--- src/rtl/fsel_pkg.sv ---
package fsel_pkg;
    parameter int P_W  = 11;
    parameter int Q_W  = 8;
    parameter int D_W  = 7;
    parameter int ROWS = 8;

    localparam int IDX_W  = $clog2(ROWS);
    localparam int ADDR_W = IDX_W + 1;
    localparam int ROW_W  = P_W + Q_W + 1;
    localparam int DATA_W = (ROW_W > 2 * D_W) ? ROW_W : 2 * D_W;

    typedef struct packed {
        logic           bank;
        logic [Q_W-1:0] q;
        logic [P_W-1:0] p;
    } row_t;

    typedef enum logic [1:0] {
        ST_STRAP = 2'd0,
        ST_RUN   = 2'd1,
        ST_QUAL  = 2'd2
    } sel_state_t;
endpackage

--- src/rtl/fsel_store.sv ---
module fsel_store
    import fsel_pkg::*;
(
    input  logic              clk,
    input  logic              rst_n,
    input  logic              wr_en,
    input  logic [ADDR_W-1:0] wr_addr,
    input  logic [DATA_W-1:0] wr_data,
    input  logic [IDX_W-1:0]  rd_idx,
    output row_t              rd_row,
    output logic [D_W-1:0]    div_a_tgt,
    output logic [D_W-1:0]    div_b_tgt
);
    row_t           rows   [ROWS];
    logic [D_W-1:0] bank_a [2];
    logic [D_W-1:0] bank_b [2];

    logic is_row_wr;
    logic is_bank_wr;

    assign is_row_wr  = wr_en && !wr_addr[ADDR_W-1];
    assign is_bank_wr = wr_en && wr_addr[ADDR_W-1] && (wr_addr[ADDR_W-2:1] == '0);

    for (genvar g = 0; g < ROWS; g++) begin : g_row
        row_t r_q;
        always_ff @(posedge clk or negedge rst_n) begin
            if (!rst_n) begin
                r_q <= '0;
            end else if (is_row_wr && (wr_addr[IDX_W-1:0] == IDX_W'(g))) begin
                r_q <= wr_data[ROW_W-1:0];
            end
        end
        assign rows[g] = r_q;
    end

    for (genvar b = 0; b < 2; b++) begin : g_bank
        logic [D_W-1:0] a_q;
        logic [D_W-1:0] b_q;
        always_ff @(posedge clk or negedge rst_n) begin
            if (!rst_n) begin
                a_q <= '0;
                b_q <= '0;
            end else if (is_bank_wr && (wr_addr[0] == 1'(b))) begin
                a_q <= wr_data[D_W-1:0];
                b_q <= wr_data[2*D_W-1:D_W];
            end
        end
        assign bank_a[b] = a_q;
        assign bank_b[b] = b_q;
    end

    assign rd_row    = rows[rd_idx];
    assign div_a_tgt = bank_a[rd_row.bank];
    assign div_b_tgt = bank_b[rd_row.bank];
endmodule

--- src/rtl/fsel_ctrl.sv ---
module fsel_ctrl
    import fsel_pkg::*;
#(
    parameter int QUAL_CYC = 2
) (
    input  logic             clk,
    input  logic             rst_n,
    input  logic             strap_s0,
    input  logic             strap_s1,
    input  logic             live_s2,
    output logic [IDX_W-1:0] idx,
    output logic             valid
);
    localparam int CNT_W = $clog2(QUAL_CYC + 1);
    localparam logic [CNT_W-1:0] CNT_LAST = CNT_W'(QUAL_CYC - 1);

    sel_state_t       state;
    sel_state_t       state_nxt;
    logic             s2_meta;
    logic             s2_sync;
    logic [CNT_W-1:0] qual_cnt;
    logic             differs;

    assign differs = (s2_sync != idx[IDX_W-1]);

    // two-flop synchronizer for the live select pin
    always_ff @(posedge clk or negedge rst_n) begin
        if (!rst_n) begin
            s2_meta <= 1'b0;
            s2_sync <= 1'b0;
        end else begin
            s2_meta <= live_s2;
            s2_sync <= s2_meta;
        end
    end

    // state register
    always_ff @(posedge clk or negedge rst_n) begin
        if (!rst_n) begin
            state <= ST_STRAP;
        end else begin
            state <= state_nxt;
        end
    end

    // transitions
    always_comb begin
        state_nxt = state;
        unique case (state)
            ST_STRAP: state_nxt = ST_RUN;
            ST_RUN: begin
                if (differs) begin
                    state_nxt = ST_QUAL;
                end
            end
            ST_QUAL: begin
                if (!differs || (qual_cnt == CNT_LAST)) begin
                    state_nxt = ST_RUN;
                end
            end
            default: state_nxt = ST_STRAP;
        endcase
    end

    // registered outputs
    always_ff @(posedge clk or negedge rst_n) begin
        if (!rst_n) begin
            idx      <= '0;
            valid    <= 1'b0;
            qual_cnt <= '0;
        end else begin
            unique case (state)
                ST_STRAP: begin
                    idx      <= {s2_sync, {(IDX_W-2){1'b0}}, strap_s1, strap_s0};
                    valid    <= 1'b1;
                    qual_cnt <= '0;
                end
                ST_RUN: begin
                    qual_cnt <= '0;
                end
                ST_QUAL: begin
                    if (!differs) begin
                        qual_cnt <= '0;
                    end else if (qual_cnt == CNT_LAST) begin
                        idx[IDX_W-1] <= s2_sync;
                        qual_cnt     <= '0;
                    end else begin
                        qual_cnt <= qual_cnt + 1'b1;
                    end
                end
                default: qual_cnt <= '0;
            endcase
        end
    end
endmodule

--- src/rtl/fsel_postdiv.sv ---
module fsel_postdiv #(
    parameter int W = 7
) (
    input  logic         clk,
    input  logic         rst_n,
    input  logic         run,
    input  logic [W-1:0] target,
    output logic [W-1:0] act,
    output logic         tick
);
    logic [W-1:0] cnt;
    logic [W-1:0] last;

    assign last = (act == '0) ? '0 : act - 1'b1;
    assign tick = run && (cnt == last);

    // ratio reload only at terminal count keeps each period whole
    always_ff @(posedge clk or negedge rst_n) begin
        if (!rst_n) begin
            cnt <= '0;
            act <= '0;
        end else if (run) begin
            if (tick) begin
                cnt <= '0;
                act <= target;
            end else begin
                cnt <= cnt + 1'b1;
            end
        end
    end
endmodule

--- src/rtl/fsel_table.sv ---
module fsel_table
    import fsel_pkg::*;
#(
    parameter int QUAL_CYC = 2
) (
    input  logic              clk,
    input  logic              rst_n,
    input  logic              strap_sda,
    input  logic              strap_scl,
    input  logic              sel_live,
    input  logic              wr_en,
    input  logic [ADDR_W-1:0] wr_addr,
    input  logic [DATA_W-1:0] wr_data,
    output logic [IDX_W-1:0]  sel_idx,
    output logic              cfg_valid,
    output logic [P_W-1:0]    pll_p,
    output logic [Q_W-1:0]    pll_q,
    output logic              bank_sel,
    output logic [D_W-1:0]    div_a_act,
    output logic [D_W-1:0]    div_b_act,
    output logic              tick_a,
    output logic              tick_b
);
    row_t           cur_row;
    logic [D_W-1:0] tgt_a;
    logic [D_W-1:0] tgt_b;

    fsel_ctrl #(.QUAL_CYC(QUAL_CYC)) u_ctrl (
        .clk      (clk),
        .rst_n    (rst_n),
        .strap_s0 (strap_sda),
        .strap_s1 (strap_scl),
        .live_s2  (sel_live),
        .idx      (sel_idx),
        .valid    (cfg_valid)
    );

    fsel_store u_store (
        .clk       (clk),
        .rst_n     (rst_n),
        .wr_en     (wr_en),
        .wr_addr   (wr_addr),
        .wr_data   (wr_data),
        .rd_idx    (sel_idx),
        .rd_row    (cur_row),
        .div_a_tgt (tgt_a),
        .div_b_tgt (tgt_b)
    );

    fsel_postdiv #(.W(D_W)) u_div_a (
        .clk    (clk),
        .rst_n  (rst_n),
        .run    (cfg_valid),
        .target (tgt_a),
        .act    (div_a_act),
        .tick   (tick_a)
    );

    fsel_postdiv #(.W(D_W)) u_div_b (
        .clk    (clk),
        .rst_n  (rst_n),
        .run    (cfg_valid),
        .target (tgt_b),
        .act    (div_b_act),
        .tick   (tick_b)
    );

    assign pll_p    = cur_row.p;
    assign pll_q    = cur_row.q;
    assign bank_sel = cur_row.bank;
endmodule

--- config.mk ---
export PLATFORM = sky130hd
export DESIGN_NAME = fsel_table
export DESIGN_NICKNAME = d
export VERILOG_FILES = /design/src/rtl/fsel_pkg.sv /design/src/rtl/fsel_store.sv /design/src/rtl/fsel_ctrl.sv /design/src/rtl/fsel_postdiv.sv /design/src/rtl/fsel_table.sv
export SDC_FILE = /design/constraint.sdc
export NUM_CORES = 1
export LEC_CHECK = 0
export ABC_AREA = 1
export ABC_CLOCK_PERIOD_IN_PS = 4100
export BUFFER_PORTS_ARGS = -buffer_cell sky130_fd_sc_hd__clkbuf_2
export CAP_MARGIN = 20
export CORE_ASPECT_RATIO = 0.5
export CORE_MARGIN = 2
export CORE_UTILIZATION = 40
export CTS_CLUSTER_SIZE = 28
export DETAILED_ROUTE_END_ITERATION = 6
export PLACE_DENSITY = 0.55
export SYNTH_ARGS = -nofsm -noshare
export SYNTH_HDL_FRONTEND = slang
export SYNTH_SLANG_ARGS = --single-unit
--- constraint.sdc ---
create_clock -name clk -period 4.1 [get_ports clk]
set_input_delay 0 -clock clk [delete_from_list [all_inputs] [get_ports clk]]
set_output_delay 0 -clock clk [all_outputs]
set_load 0.005 [all_outputs]
# Yosys cells after proc, flatten, opt, wreduce, memory -nomap -nowiden

Index checks and enable logic that the tools add are counted.
W data, S select, Z words.

Output and inout port bits: 40
Input bits: 30
Register bits after elaboration: 226
Word-level logic and storage cells: 116

$add $sub $neg: 5
Equal/unequal tests: 17
Order comparisons: 2
Bitwise operators: 3
Reductions and logical operators: 28
Mux-type cells: 22

Operators with widths:

| kind                  | count |
|---|---|
| $mux W7               | 10 |
| $bmux W20 S3          | 1 |
| $mux W20              | 2 |
| $logic_and A1 B1 Y1   | 15 |
| $add A7 B1 Y7 const B | 2 |
| $eq A7 B7 Y1          | 2 |
| $logic_not A7 Y1      | 2 |
| $sub A7 B1 Y7 const B | 2 |
| $eq A3 B3 Y1 const B  | 4 |
| $mux W2               | 5 |
| $ne A2 B1 Y1 const B  | 4 |
| $eq A3 B2 Y1 const B  | 2 |
| $pmux W2 S3           | 1 |
| $reduce_and A2 Y1     | 3 |
| $eq A2 B1 Y1 const B  | 2 |
| $ge A4 B4 Y1 const B  | 1 |
| $logic_not A2 Y1      | 2 |
| $not A3 Y4            | 1 |
| $eq A3 B1 Y1 const B  | 1 |
| $logic_not A3 Y1      | 1 |
| $reduce_and A3 Y1     | 1 |
| $add A2 B1 Y2 const B | 1 |
| $eq A2 B2 Y1 const B  | 1 |
| $ge A2 B2 Y1 const B  | 1 |
| other kinds (8)       | 10 |

# Longest topological paths before layout

Depth after elaboration: 8
Mapped depth: 15
Mapped depth without buffers: 14

# Cells and area by module

From an unflattened synthesis, not the netlist that was laid out.

Cell total of the unflattened synthesis: 1331
Area total of the unflattened synthesis: 10727.8 um^2

Modules (own cells, without submodules):

| module       | cells an instance | times used | sequential area each (um^2) | area an instance (um^2) |
|---|---|---|---|---|
| fsel_store   | 1028              | 1          | 4704.5                      | 8425.6 |
| fsel_postdiv | 128               | 2          | 350.3                       | 945.9 |
| fsel_ctrl    | 47                | 1          | 250.2                       | 410.4 |

# Least setup slack after synthesis

OpenSTA, ideal clock, no wires.

Path kind: register -> register
Start point: register u_div_a.act[0]
End point: register u_div_a.cnt[6]
Setup time: 0.121 ns
Required time: 3.979 ns
Cell stages (with the launch flop): 15
Clock period less this slack: 1.921 ns
Path slack: 2.179 ns
Arrival time: 1.800 ns
Path buffers: 1
Cell sequence: dfrtp_1 -> inv_1 -> ha_1 -> inv_2 -> nor2_2 -> nand3_2 -> buf_6 -> nand3_2 -> nand2_1 -> nor2_2 -> nand2_2 -> nor2_4 -> nand2_4 -> inv_6 -> nor2_2

Longest elaborated chain between the ends: 5
Elaborated cells between the ends (all ways): 6
Classes of those cells: add/sub (1); eq/ne (1); mux (2); reduce/logical (2)

RTL lines:

| element                                                  | RTL line           | text |
|---|---|---|
| from (decl)                                              | fsel_postdiv.sv:8  | `output logic [W-1:0] act,` |
| from (signal assigned)                                   | fsel_postdiv.sv:25 | `act <= target;` |
| $sub A7 B1 Y7 / $logic_not A7 Y1 (equally long branches) | fsel_postdiv.sv:14 | `assign last = (act == '0) ? '0 : act - 1'b1;` |
| $mux W7 *                                                | fsel_postdiv.sv:14 |  |
| $eq A7 B7 Y1 *                                           | fsel_postdiv.sv:15 | `assign tick = run && (cnt == last);` |
| $logic_and A1 B1 Y1 *                                    | fsel_postdiv.sv:15 |  |
| net tick_a                                               | fsel_table.sv:21   | `output logic tick_a,` |
| $mux W7 *                                                | fsel_postdiv.sv:23 | `if (tick) begin` |
| to (signal assigned)                                     | fsel_postdiv.sv:27 | `cnt <= cnt + 1'b1;` |
| to (decl)                                                | fsel_postdiv.sv:11 | `logic [W-1:0] cnt;` |

Mark *: on every way through the listed nets, which the timed path passes. The rest lies on a longest branch.
A chain may end at the register's enable or synchronous reset.

# Final worst setup path

Start point: register u_ctrl.idx[0]
End point: output bank_sel

Longest elaborated chain between the ends: 4

RTL lines:

| element                                     | RTL line         | text |
|---|---|---|
| from (decl)                                 | fsel_ctrl.sv:11  | `output logic [IDX_W-1:0] idx,` |
| from (signal assigned)                      | fsel_ctrl.sv:74  | `idx <= {s2_sync, {(IDX_W-2){1'b0}}, strap_s1, strap_s0};` |
| from (signal, indexed assignment)           | fsel_ctrl.sv:85  | `idx[IDX_W-1] <= s2_sync;` |
| $not A3 Y4 (not written as such)            | fsel_store.sv:52 | `assign rd_row = rows[rd_idx];` |
| $bmux W20 S3                                | fsel_store.sv:52 |  |
| $mux W20 (not written as such) (2 in a row) | fsel_store.sv:52 |  |
| to (decl)                                   | fsel_table.sv:18 | `output logic bank_sel,` |

Every way passes these cells. The select of a mux whose other input is x is not followed.

==> flow_results.xml <==
<?xml version="1.0" encoding="UTF-8"?>
<metrics>
  <group name="logic_synthesis">
    <metric name="synth.yosys.seq_area_share" unit="">0.5393</metric>
    <metric name="synth.net_count" unit="">1306</metric>
    <metric name="number_of_enable_flip_flop_cells_after_synthesis" unit="">0</metric>
    <metric name="synth_largest_area_cell" unit="">dfrtp_1</metric>
    <metric name="post-synth-top-area-fraction" unit="">0.5393</metric>
    <metric name="async_flop_share" unit="">1.000</metric>
    <metric name="yosys_register_bits" unit="">226</metric>
    <metric name="synthDistinctLibCells" unit="">34</metric>
    <metric name="synthMostInstantiatedCell" unit="">nand2_1</metric>
    <metric name="synth.area.top_cells" unit="">dfrtp_1, o21ai_0, nand2_1, inv_1, nor2_1</metric>
    <metric name="synth_top_flop_cell" unit="">dfrtp_1</metric>
    <metric name="post_synth_inst_count" unit="">1272</metric>
    <metric name="synth.avg_cell_area" unit="sq um">8.244</metric>
    <metric name="post_synth_most_frequent_cells" unit="">nand2_1, o21ai_0, dfrtp_1</metric>
    <metric name="synth-warning-count" unit="">0</metric>
    <metric name="post_synth_instance_area" unit="sq mm">0.01049</metric>
  </group>
  <group name="sta">
    <metric name="rsz0062_at_grt" unit="">no</metric>
    <metric name="maxSlewViolCount" unit="">0</metric>
    <metric name="setup-violations-final" unit="">0</metric>
    <metric name="tightestPinTransition" unit="ns">0.9385</metric>
    <metric name="final.setup.tns" unit="ns">0</metric>
    <metric name="fmax" unit="GHz">0.3353</metric>
    <metric name="final_min_period_over_clock_period" unit="">0.7275</metric>
    <metric name="maxSlewHeadroom" unit="">0.3726</metric>
    <metric name="min_period" unit="ns">2.983</metric>
    <metric name="hold_viol_final" unit="">0</metric>
    <metric name="layout_setup_ws" unit="ns">1.117</metric>
    <metric name="clock-skew-final" unit="ns">0.003857</metric>
  </group>
  <group name="global_routing">
    <metric name="antenna_found_initial" unit="">1</metric>
    <metric name="grt_remaining_overflow" unit="">0</metric>
    <metric name="grt_max_degree" unit="">93</metric>
    <metric name="grt_pass1_wl" unit="um">45280</metric>
    <metric name="grt_util_all_layers" unit="">0.2041</metric>
    <metric name="first_global_vias" unit="">8434</metric>
  </group>
  <group name="clock_tree">
    <metric name="cts_tree" unit="">done</metric>
    <metric name="depth_of_the_cts_h_tree" unit="">1</metric>
    <metric name="cts_buffers" unit="">23</metric>
    <metric name="worstSkewPairLatency" unit="ns">0.52</metric>
    <metric name="clock_tree.buffer_depth" unit="">3</metric>
    <metric name="clock_sinks" unit="">226</metric>
    <metric name="clkTransAtPathRegs" unit="ns">0.06</metric>
    <metric name="cts_post_setup_buffers_inserted" unit="">0</metric>
    <metric name="cts_root_buffer" unit="">clkbuf_16</metric>
  </group>
  <group name="worst_setup_path">
    <metric name="critPathArrivalTime" unit="ns">2.98</metric>
    <metric name="cp-start-kind" unit="">flip-flop</metric>
    <metric name="worst-r2r-cell-count" unit="">9</metric>
    <metric name="timing.rr.end" unit="">u_div_b.act[4]</metric>
    <metric name="reg2reg_slack" unit="ns">1.48</metric>
    <metric name="critical_path_peak_fanout" unit="">58</metric>
    <metric name="endpoint_kind" unit="">output port</metric>
    <metric name="rr_startpoint" unit="">u_ctrl.idx[0]</metric>
    <metric name="timing.setup.critical_path_class" unit="">reg2out</metric>
    <metric name="cp_data_required_time" unit="ns">4.10</metric>
  </group>
  <group name="final_layout">
    <metric name="area_growth" unit="%">15.31</metric>
    <metric name="sequential_cell_area" unit="sq mm">0.005657</metric>
    <metric name="fraction_of_final_layout_cells_with_drive_strength_greater_than_1" unit="">0.1207</metric>
    <metric name="final_cell_count_no_fill" unit="">1695</metric>
    <metric name="fin_util" unit="">0.4743</metric>
    <metric name="design.final.nets" unit="">1368</metric>
    <metric name="multiInputGateArea" unit="sq mm">0.004146</metric>
    <metric name="fillCellCount" unit="">2498</metric>
  </group>
  <group name="die">
    <metric name="die-area" unit="sq mm">0.02761</metric>
    <metric name="design.core.area" unit="sq mm">0.02550</metric>
    <metric name="floorplan.io_pins" unit="">70</metric>
    <metric name="standard_cell_rows" unit="">41</metric>
    <metric name="initial_utilization" unit="">0.4113</metric>
    <metric name="dieHeight" unit="um">118.5</metric>
    <metric name="floorplan.die.width" unit="um">233.0</metric>
  </group>
  <group name="detailed_routing">
    <metric name="drt_first_iter_violations" unit="">631</metric>
    <metric name="drcViolationCount" unit="">0</metric>
    <metric name="via_count" unit="">8682</metric>
    <metric name="post_drt_wl_per_cell" unit="um">16.07</metric>
    <metric name="antenna_violating_nets_post_route" unit="">0</metric>
    <metric name="drt_pre_antenna_iters" unit="">5</metric>
    <metric name="drt-vias-per-instance" unit="">5.122</metric>
    <metric name="detail_route.wirelength" unit="um">27240</metric>
  </group>
  <group name="flow_run">
    <metric name="maxCapViolations" unit="">0</metric>
  </group>
  <group name="pwr">
    <metric name="peakVddDrop" unit="mV">0.2799</metric>
    <metric name="power_density" unit="mW/mm^2">731.9</metric>
    <metric name="cellLeakagePower" unit="nW">5.836</metric>
  </group>
  <group name="outcome">
    <metric name="run_status" unit="">complete, no violations</metric>
  </group>
  <group name="placed_design">
    <metric name="port_buf_inserts" unit="">69</metric>
    <metric name="dp_hpwl" unit="um">17130</metric>
    <metric name="post-place-cells" unit="">1629</metric>
    <metric name="gp_congestion" unit="">0.7745</metric>
    <metric name="place_ws" unit="ns">1.518</metric>
  </group>
  <group name="min_path">
    <metric name="min_path_type" unit="">in2async</metric>
  </group>
</metrics>
## where the power goes
| group | switching (W) | total [W] | internal [W] |
|---|---|---|---|
| clock network | 0.000876 | 0.00210 | 0.00122 |
| logic | 0.00232 | 0.00357 | 0.00125 |
| registers | 0.000399 | 0.00318 | 0.00278 |
## cell usage in the layout (no fill, tap or decap), types with 2 or more instances in the layout
master | netlist | layout
a21oi_1 | 44 | 44
a31oi_1 | 19 | 19
and2_1 | 2 | 2
buf_4 | 2 | 14
clkbuf_1 | 59 | 6
clkbuf_16 | 0 | 23
clkbuf_2 | 0 | 68
clkbuf_8 | 0 | 7
clkinv_2 | 0 | 2
dfrtp_1 | 226 | 225
dlygate4sd3_1 | 0 | 24
ha_1 | 4 | 4
inv_1 | 96 | 96
inv_2 | 4 | 4
inv_6 | 1 | 2
nand2_1 | 315 | 315
nand2_2 | 8 | 8
nand2_4 | 2 | 2
nand3_1 | 35 | 35
nand3_2 | 5 | 5
nand3b_1 | 4 | 4
nand4_1 | 8 | 8
nor2_1 | 85 | 84
nor2_2 | 14 | 15
nor2_4 | 3 | 3
nor3_1 | 8 | 7
o21ai_0 | 279 | 279
o21bai_1 | 3 | 3
o22ai_1 | 20 | 20
xnor2_1 | 2 | 2
xor2_1 | 10 | 10
## through the flow
stage / area (sq um) / power (W) / hold WS [ns]
after floorplan: 10490 / 0.005723 / -0.2956
after global placement: 11100 / 0.006700 / 0.05197
after detailed placement: 11100 / 0.006785 / 0.05279
after CTS: 12090 / 0.008945 / 0.1002
after global routing: 12090 / 0.009583 / 0.1329
final: 12090 / 0.008850 / 0.05771
## how the worst max path moves through the flow
stage                   startpoint  slack (ns)              to
finish               u_ctrl.idx[0]        1.12        bank_sel
CTS                  u_ctrl.idx[0]        1.09        pll_p[2]
floorplan           u_div_a.act[0]        2.18  u_div_a.cnt[6]
global route         u_ctrl.idx[0]        0.82        bank_sel
global placement     u_ctrl.idx[0]        1.58  u_div_b.act[5]
detailed placement   u_ctrl.idx[0]        1.52  u_div_b.act[4]
## area by class of cell
class / count / area share
clock inverter: 5 / 0.004656
antenna: 1 / 0.0002070
timing repair buffer: 108 / 0.05960
tap: 344 / 0.03560
clock buffer: 36 / 0.05743
inverter: 101 / 0.03177
sequential: 226 / 0.4678
multi-input combinational: 874 / 0.3429
## registers in the layout (all words and copies together) (netlist names)
register,count
u_ctrl.idx,3
u_ctrl.qual_cnt,2
u_ctrl.s2_meta,1
u_ctrl.s2_sync,1
u_ctrl.state,2
u_ctrl.valid,1
u_div_a.act,7
u_div_a.cnt,7
u_div_b.act,7
u_div_b.cnt,7
u_store.g_bank.a_q,14
u_store.g_bank.b_q,14
u_store.g_row.r_q,160
## cell families after synthesis
| logic type | Yosys count | synth area share |
|---|---|---|
| AND/OR/NAND/NOR | 492 | 0.1991 |
| XOR/XNOR | 12 | 0.01002 |
| flip-flops | 226 | 0.5393 |
| adder cells (fa/ha/maj) | 4 | 0.004773 |
| AO/OA/AOI/OAI | 366 | 0.1808 |
| buffers and inverters | 172 | 0.06598 |
## routing by layer
metal / vias to the layer above / GRT usage / part of all wire
li1: 4287 / - / -
met1: 4213 / 0.3000 / 0.50
met2: 143 / 0.3196 / 0.44
met3: 39 / 0.03113 / 0.038
met4: 0 / 0.04260 / 0.017
met5: - / 0 / 0
## critical path: stages, from the launching register on
cell      delay (ns)
dfrtp_2         0.64
buf_4           0.61
o21ai_0         0.23
o211ai_2        0.35
nand2_2         0.27
inv_2           0.19
clkbuf_2        0.16
## repair_timing
item                      4_1_cts  5_1_grt
gates resized for setup         0        0
hold buffers                   24        0
hold endpoints to repair      280        0
No activity file was read; power rests on OpenSTA's default activity.
